$ cat src/rtl/cif_pkg.sv
package cif_pkg;

  // Channel number of the A (is_b = 0) or B (is_b = 1) canceller of a group.
  function automatic int pair_chan(input int grp, input bit is_b);
    return 2 * grp + (is_b ? 1 : 0);
  endfunction

endpackage

$ cat src/rtl/cif_testgen.sv
module cif_testgen #(
  parameter int NCH = 32,
  parameter int GW  = 4
) (
  input  logic           clk,
  input  logic           rst,
  input  logic           wr_i,
  input  logic [GW-1:0]  grp_i,
  input  logic           tirq_i,
  input  logic           ta_i,
  input  logic           tb_i,
  output logic [NCH-1:0] tst_o
);
  localparam int NG = NCH / 2;

  logic [NG-1:0] ta_q, tb_q;

  // Stored test bits per group, updated on every write.
  always_ff @(posedge clk) begin
    if (rst) begin
      ta_q <= '0;
      tb_q <= '0;
    end else if (wr_i) begin
      ta_q[grp_i] <= ta_i;
      tb_q[grp_i] <= tb_i;
    end
  end

  // A change of a stored bit becomes a synthetic event when test mode is on.
  always_comb begin
    tst_o = '0;
    if (wr_i && tirq_i) begin
      if (ta_i != ta_q[grp_i]) tst_o[cif_pkg::pair_chan(int'(grp_i), 1'b0)] = 1'b1;
      if (tb_i != tb_q[grp_i]) tst_o[cif_pkg::pair_chan(int'(grp_i), 1'b1)] = 1'b1;
    end
  end


  test_quiet_chk: assert property (@(posedge clk) disable iff (rst)
    !wr_i |-> (tst_o == '0));

endmodule

$ cat src/rtl/cif_intake.sv
module cif_intake #(
  parameter int NCH = 32,
  parameter int CHW = 5
) (
  input  logic           clk,
  input  logic           rst,
  input  logic [NCH-1:0] evt_i,
  input  logic [NCH-1:0] tst_i,
  input  logic           clr_v_i,
  input  logic [CHW-1:0] clr_chan_i,
  input  logic           space_i,
  output logic           push_o,
  output logic [CHW-1:0] push_chan_o,
  output logic           busy_d_o,
  output logic           ovf_o
);
  // req_q: raised but not yet queued. held_q: raised or queued.
  logic [NCH-1:0] req_q, held_q, req_d, held_d;
  logic [NCH-1:0] clr_oh, held_eff, acc, pick_oh, drop_oh;
  logic           pick_v, ovf_q;
  logic [CHW-1:0] pick_idx;

  always_comb begin
    clr_oh = '0;
    if (clr_v_i) clr_oh[clr_chan_i] = 1'b1;
    held_eff = held_q & ~clr_oh;
    acc      = (evt_i | tst_i) & ~held_eff;

    // Lowest-numbered waiting channel is served first.
    pick_v   = 1'b0;
    pick_idx = '0;
    for (int i = NCH - 1; i >= 0; i--) begin
      if (req_q[i]) begin
        pick_v   = 1'b1;
        pick_idx = CHW'(i);
      end
    end
    pick_oh = '0;
    if (pick_v) pick_oh[pick_idx] = 1'b1;

    drop_oh = (pick_v && !space_i) ? pick_oh : '0;
    req_d   = (req_q & ~pick_oh) | acc;
    held_d  = (held_eff & ~drop_oh) | acc;
  end

  assign push_o      = pick_v && space_i;
  assign push_chan_o = pick_idx;
  assign busy_d_o    = |req_d;
  assign ovf_o       = ovf_q;

  always_ff @(posedge clk) begin
    if (rst) begin
      req_q  <= '0;
      held_q <= '0;
      ovf_q  <= 1'b0;
    end else begin
      req_q  <= req_d;
      held_q <= held_d;
      if (pick_v && !space_i) ovf_q <= 1'b1;
    end
  end


  req_held_chk: assert property (@(posedge clk) disable iff (rst)
    push_o |-> held_q[pick_idx]);


  ovf_sticky_chk: assert property (@(posedge clk) disable iff (rst)
    ovf_q |=> ovf_q);

endmodule

$ cat src/rtl/cif_queue.sv
module cif_queue #(
  parameter int DEPTH = 32,
  parameter int DW    = 5
) (
  input  logic          clk,
  input  logic          rst,
  input  logic          push_i,
  input  logic [DW-1:0] din_i,
  input  logic          pop_req_i,
  output logic          space_o,
  output logic          empty_d_o,
  output logic          rd_valid_o,
  output logic [DW-1:0] rd_raw_o
);
  localparam int AW = (DEPTH > 1) ? $clog2(DEPTH) : 1;
  localparam int CW = $clog2(DEPTH + 1);

  logic [DW-1:0] mem [DEPTH];
  logic [AW-1:0] wptr_q, rptr_q;
  logic [CW-1:0] cnt_q, cnt_d;
  logic          pop, rd_valid_q;
  logic [DW-1:0] rd_raw_q;

  assign pop       = pop_req_i && (cnt_q != '0);
  assign space_o   = (cnt_q != CW'(DEPTH)) || pop;
  assign cnt_d     = cnt_q + CW'(push_i) - CW'(pop);
  assign empty_d_o = (cnt_d == '0);

  function automatic logic [AW-1:0] step(input logic [AW-1:0] p);
    return (p == AW'(DEPTH - 1)) ? '0 : p + 1'b1;
  endfunction

  // Storage: plain write port plus registered read, suited to block RAM.
  always_ff @(posedge clk) begin
    if (push_i) mem[wptr_q] <= din_i;
  end

  always_ff @(posedge clk) begin
    if (pop) rd_raw_q <= mem[rptr_q];
  end

  always_ff @(posedge clk) begin
    if (rst) begin
      wptr_q     <= '0;
      rptr_q     <= '0;
      cnt_q      <= '0;
      rd_valid_q <= 1'b0;
    end else begin
      if (push_i) wptr_q <= step(wptr_q);
      if (pop)    rptr_q <= step(rptr_q);
      cnt_q      <= cnt_d;
      rd_valid_q <= pop;
    end
  end

  assign rd_valid_o = rd_valid_q;
  assign rd_raw_o   = rd_raw_q;


  cnt_bound_chk: assert property (@(posedge clk) disable iff (rst)
    cnt_q <= CW'(DEPTH));


  pop_valid_chk: assert property (@(posedge clk) disable iff (rst)
    (pop_req_i && cnt_q != '0) |=> rd_valid_q);


  empty_read_chk: assert property (@(posedge clk) disable iff (rst)
    (pop_req_i && cnt_q == '0) |=> !rd_valid_q);

endmodule

$ cat src/rtl/chan_irq_fifo.sv
module chan_irq_fifo #(
  parameter int NCH   = 32,
  parameter int DEPTH = 32,
  parameter int CHW   = $clog2(NCH),
  parameter int GW    = $clog2(NCH / 2)
) (
  input  logic           clk,
  input  logic           rst,
  input  logic [NCH-1:0] evt_i,
  input  logic           cfg_wr_i,
  input  logic [GW-1:0]  cfg_grp_i,
  input  logic           cfg_tirq_i,
  input  logic           cfg_ta_i,
  input  logic           cfg_tb_i,
  input  logic           rd_i,
  output logic [CHW:0]   rd_data_o,
  output logic           irq_oe_o,
  output logic           irq_do_o,
  output logic           ovf_o
);
  logic [NCH-1:0] tst;
  logic           push, space, busy_d, empty_d, rd_valid;
  logic [CHW-1:0] push_chan, rd_raw;
  logic           irq_q;

  cif_testgen #(.NCH(NCH), .GW(GW)) u_tgen (
    .clk(clk), .rst(rst), .wr_i(cfg_wr_i), .grp_i(cfg_grp_i),
    .tirq_i(cfg_tirq_i), .ta_i(cfg_ta_i), .tb_i(cfg_tb_i), .tst_o(tst)
  );

  cif_intake #(.NCH(NCH), .CHW(CHW)) u_intake (
    .clk(clk), .rst(rst), .evt_i(evt_i), .tst_i(tst),
    .clr_v_i(rd_valid), .clr_chan_i(rd_raw), .space_i(space),
    .push_o(push), .push_chan_o(push_chan), .busy_d_o(busy_d), .ovf_o(ovf_o)
  );

  cif_queue #(.DEPTH(DEPTH), .DW(CHW)) u_queue (
    .clk(clk), .rst(rst), .push_i(push), .din_i(push_chan),
    .pop_req_i(rd_i), .space_o(space), .empty_d_o(empty_d),
    .rd_valid_o(rd_valid), .rd_raw_o(rd_raw)
  );

  // Request is registered from the next-cycle occupancy.
  always_ff @(posedge clk) begin
    if (rst) irq_q <= 1'b0;
    else     irq_q <= busy_d || !empty_d;
  end

  assign irq_oe_o  = irq_q;
  assign irq_do_o  = 1'b0;
  assign rd_data_o = {rd_valid, rd_valid ? rd_raw : {CHW{1'b0}}};


  irq_release_chk: assert property (@(posedge clk) disable iff (rst)
    $fell(irq_q) |-> $past(rd_i));


  irq_data_chk: assert property (@(posedge clk) disable iff (rst)
    irq_oe_o |-> !irq_do_o);

endmodule

$ cat config.mk
export PLATFORM = sky130hd
export DESIGN_NAME = chan_irq_fifo
export DESIGN_NICKNAME = d
export VERILOG_FILES = /design/src/rtl/cif_pkg.sv /design/src/rtl/cif_testgen.sv /design/src/rtl/cif_intake.sv /design/src/rtl/cif_queue.sv /design/src/rtl/chan_irq_fifo.sv
export SDC_FILE = /design/constraint.sdc
export NUM_CORES = 1
export LEC_CHECK = 0
export ABC_CLOCK_PERIOD_IN_PS = 5400
export BUFFER_PORTS_ARGS = -buffer_cell sky130_fd_sc_hd__buf_2
export CAP_MARGIN = 30
export CORE_UTILIZATION = 36
export DETAILED_ROUTE_END_ITERATION = 12
export PLACE_DENSITY = 0.48
export SYNTH_ARGS = -nofsm -noshare
export SYNTH_HDL_FRONTEND = slang
export SYNTH_SLANG_ARGS = --single-unit
export TNS_END_PERCENT = 5
$ cat constraint.sdc
create_clock -name clk -period 5.4 [get_ports clk]
set_clock_uncertainty 0.1 [all_clocks]
set_input_delay 1.08 -clock clk [delete_from_list [all_inputs] [get_ports clk]]
set_output_delay 1.08 -clock clk [all_outputs]
set_load 0.02 [all_outputs]
==> results_dict.tcl <==
set metrics [dict create \
    fin_setup_tns_ns 0 \
    crit_required_ns 5.70 \
    synth_area_mm2 0.0129 \
    antennaDiodeCount 0 \
    path_max_fanout 10 \
    cpPeakStageDelay_ns 0.48 \
    grt_max_degree 88 \
    post-route-drc-count 0 \
    crit_type "reg2reg" \
    syn_inst 1056 \
    holdCritPathClass "reg2reg" \
    drive_above_1_share 0.182 \
    synth-seq-cells 280 \
    dr_total_vias 8920 \
    cts_hold_buf 0 \
    clock-root-buffer "clkbuf_16" \
    grt_pass1_wl_mm 55.8 \
    finalHoldViolations 0 \
    syn_area_per_cell_um2 12.2 \
    ioPinCount 52 \
    cpMaxStageDelayCell "nor4_2" \
    gr-total-overflow 0 \
    first_iter_violations 783 \
    max_cap_viol_count 0 \
    slew_viol_final 0 \
    r2r_setup_slack_ns 0.74 \
    clock_insertion_delay_worst_skew_ns 0.58 \
    port_buffers 50 \
    antenna_found_initial 2 \
    worstPathCellList "nor4_2 > nand2_1 > nor3_2 > nand2_1 > nand2_1 > clkinv_1 > ha_1 > fa_1 > xnor2_1 > nor4b_1 > and3_1 > o211ai_1 > and4b_1 > nand4_1 > nor4_1 > a41oi_1" \
    worstMarginPinSlew_ns 1.01 \
    rr_worst_depth 16 \
    rsz0062_at_grt "false" \
    layout_commonest_cell "edfxtp_1" \
    grt_use_total 0.205 \
    hpwl_mm 26.1 \
    end_kind "flop" \
    vdd_drop_max_v 0.000247 \
    n_fill_cell 3282 \
    syn_nets 1116 \
    core_mm2 0.0349 \
    synth_area_leaders "edfxtp_1, dfxtp_1, mux4_2" \
    cts.clk_slew.worst_paths_ns 0.06 \
    cellPowerDensity_mw_per_mm2 407 \
    p_leak_nw 5.00 \
    ys_types 76 \
    cts_setup_buffers 0 \
    cp-start-kind "flop" \
    hold_depth 2 \
    async_reset_ff_frac 0 \
    clock_sinks 280 \
    cts-htree-levels 1 \
    wl_per_cell_um 23.5 \
    worst_slack_ns 0.740 \
    die-area_mm2 0.0365 \
    seq_area_frac_synth 0.564 \
    mostFrequentLayoutCells "edfxtp_1, nor2_1, dfxtp_1" \
    r2r_end "irq_oe_o" \
    timing.fmax_mhz 215 \
    cp-endpoint "irq_oe_o" \
    synth.yosys.warnings 0 \
    ant_nets 0 \
    start_util 0.369 \
    fp-row-count 68 \
    cts.path.max_buffers 3 \
    firstDrtPassIters 7 \
    die_x_um 191 \
    syn2layout_area_growth_pct 13.9 \
    period_needed_ns 4.66 \
    gp_congestion 0.979 \
    synth_area_leader_cell "edfxtp_1" \
    grt_pass1_vias 8604 \
    vias_per_cell 5.63 \
    slew-limit-headroom 0.329 \
    cp-startpoint "u_intake.req_q[2]" \
    arrival_ns 4.96 \
    fin_crit_sh 0.863 \
    routed_wl_mm 37.2 \
    cts_tree "yes" \
    path_common_cell "nand2_1" \
    synth_enable_flop_cells 165 \
    synth_ff_type "edfxtp_1" \
    die_y_um 191 \
    numCtsBuffers 31 \
    synth_top_area_frac 0.385 \
    nNetsFinal 1164 \
    setup_viol 0 \
    cts_resized 0 \
    r2r-start "u_intake.req_q[2]" \
    status "complete, no violations" \
    place_worst_setup_slack_ns 0.768 \
]
-- critical path: cells and delay by family (launching register included) --
family,cells,cell delay (ns)
compound gates,2,0.28
xor+xnor,1,0.18
fa+ha+maj,2,0.72
buf+inv,1,0.27
flops,1,0.42
simple gates,10,2.54
-- Yosys cell counts, types with 4 or more instances --
cell	instances
a211oi_1	7
a21boi_0	7
a21o_1	6
a21oi_1	65
a221oi_1	4
a2bb2oi_1	9
a311oi_1	20
a31oi_1	15
and2_1	14
and3_1	8
buf_1	6
buf_2	5
clkbuf_1	41
dfxtp_1	115
edfxtp_1	165
ha_1	16
inv_1	23
mux2_2	5
mux2i_1	28
mux4_1	4
mux4_2	59
nand2_1	54
nand2b_1	11
nand3_1	16
nand3b_1	10
nand4_1	5
nor2_1	139
nor2b_1	28
nor3_1	17
nor4_1	12
o21a_1	22
o21ai_0	34
or2_2	6
or3_1	8
or4_1	4
xnor2_1	7
-- worst min path at each step --
| stage | from | endpoint | slack [ns] |
|---|---|---|---|
| after detailed placement | u_intake.ovf_o | u_intake.ovf_o | 0.34 |
| after global placement | u_intake.ovf_o | u_intake.ovf_o | 0.34 |
| final | u_intake.ovf_o | u_intake.ovf_o | 0.35 |
| after global routing | u_tgen.ta_q[0] | u_tgen.ta_q[0] | 0.39 |
| after CTS | u_intake.ovf_o | u_intake.ovf_o | 0.36 |
| after floorplan | u_tgen.ta_q[0] | u_tgen.ta_q[0] | 0.33 |
-- registers in the layout, indices dropped and copies added, names as in the netlist --
signal	flops
u_intake.ovf_o	1
irq_oe_o	1
u_queue.rd_valid_o	1
u_queue.cnt_q	6
u_intake.held_q	32
u_intake.req_q	32
u_tgen.ta_q	16
u_tgen.tb_q	16
u_queue.mem	160
u_queue.rd_raw_o	5
u_queue.rptr_q	5
u_queue.wptr_q	5
-- per-stage QoR --
step,instance area (um2),utilization,hold slack (ns),cells,power [mW]
2_1_floorplan,12900,-,0.333,1056,3.44
3_3_place_gp,13600,0.391,0.343,1523,3.90
3_5_place_dp,13700,0.391,0.344,1526,3.90
4_1_cts,14700,0.420,0.359,1584,6.02
5_1_grt,14700,0.420,0.386,1584,6.23
6_report,14700,0.420,0.354,1584,5.97
-- routing by layer --
layer | vias up | track usage | routed length (um)
met3 | 74 | 0.0332 | 2290
met2 | 300 | 0.295 | 15900
li1 | 4128 | - | -
met1 | 4416 | 0.311 | 17800
met4 | 2 | 0.0684 | 1180
met5 | - | 0 | 9
-- layout make-up --
class / count / area (um2) / area share
tap: 455 / 569 / 0.0388
clock inverter: 20 / 205 / 0.0140
sequential: 280 / 7260 / 0.495
clock buffer: 38 / 802 / 0.0547
timing repair buffer: 70 / 412 / 0.0281
inverter: 25 / 93.8 / 0.00640
multi-input combinational: 696 / 5320 / 0.363
-- logic make-up (layout without fill, tap and decap cells) --
family / count (synthesis) / count (layout) / share of synthesized area
xor gates and xnor gates: 9 / 9 / 0.00613
buffers and inverters: 80 / 153 / 0.0250
and+or+nand+nor: 352 / 352 / 0.136
adders and majority gates: 17 / 17 / 0.0171
DFF: 280 / 280 / 0.564
other: 1 / 1 / 0.000291
AOI/OAI and AO/OA: 221 / 221 / 0.114
muxes: 96 / 96 / 0.138
-- power by group --
group	internal, mW	switching, mW	leakage, nW	total (mW)
Combinational	0.494	0.748	2.01	1.24
Sequential	2.45	0.159	2.51	2.61
Clock	1.24	0.873	0.488	2.12
Total	4.19	1.78	5.00	5.97
Note: power is estimated with default switching activity, not from simulation.
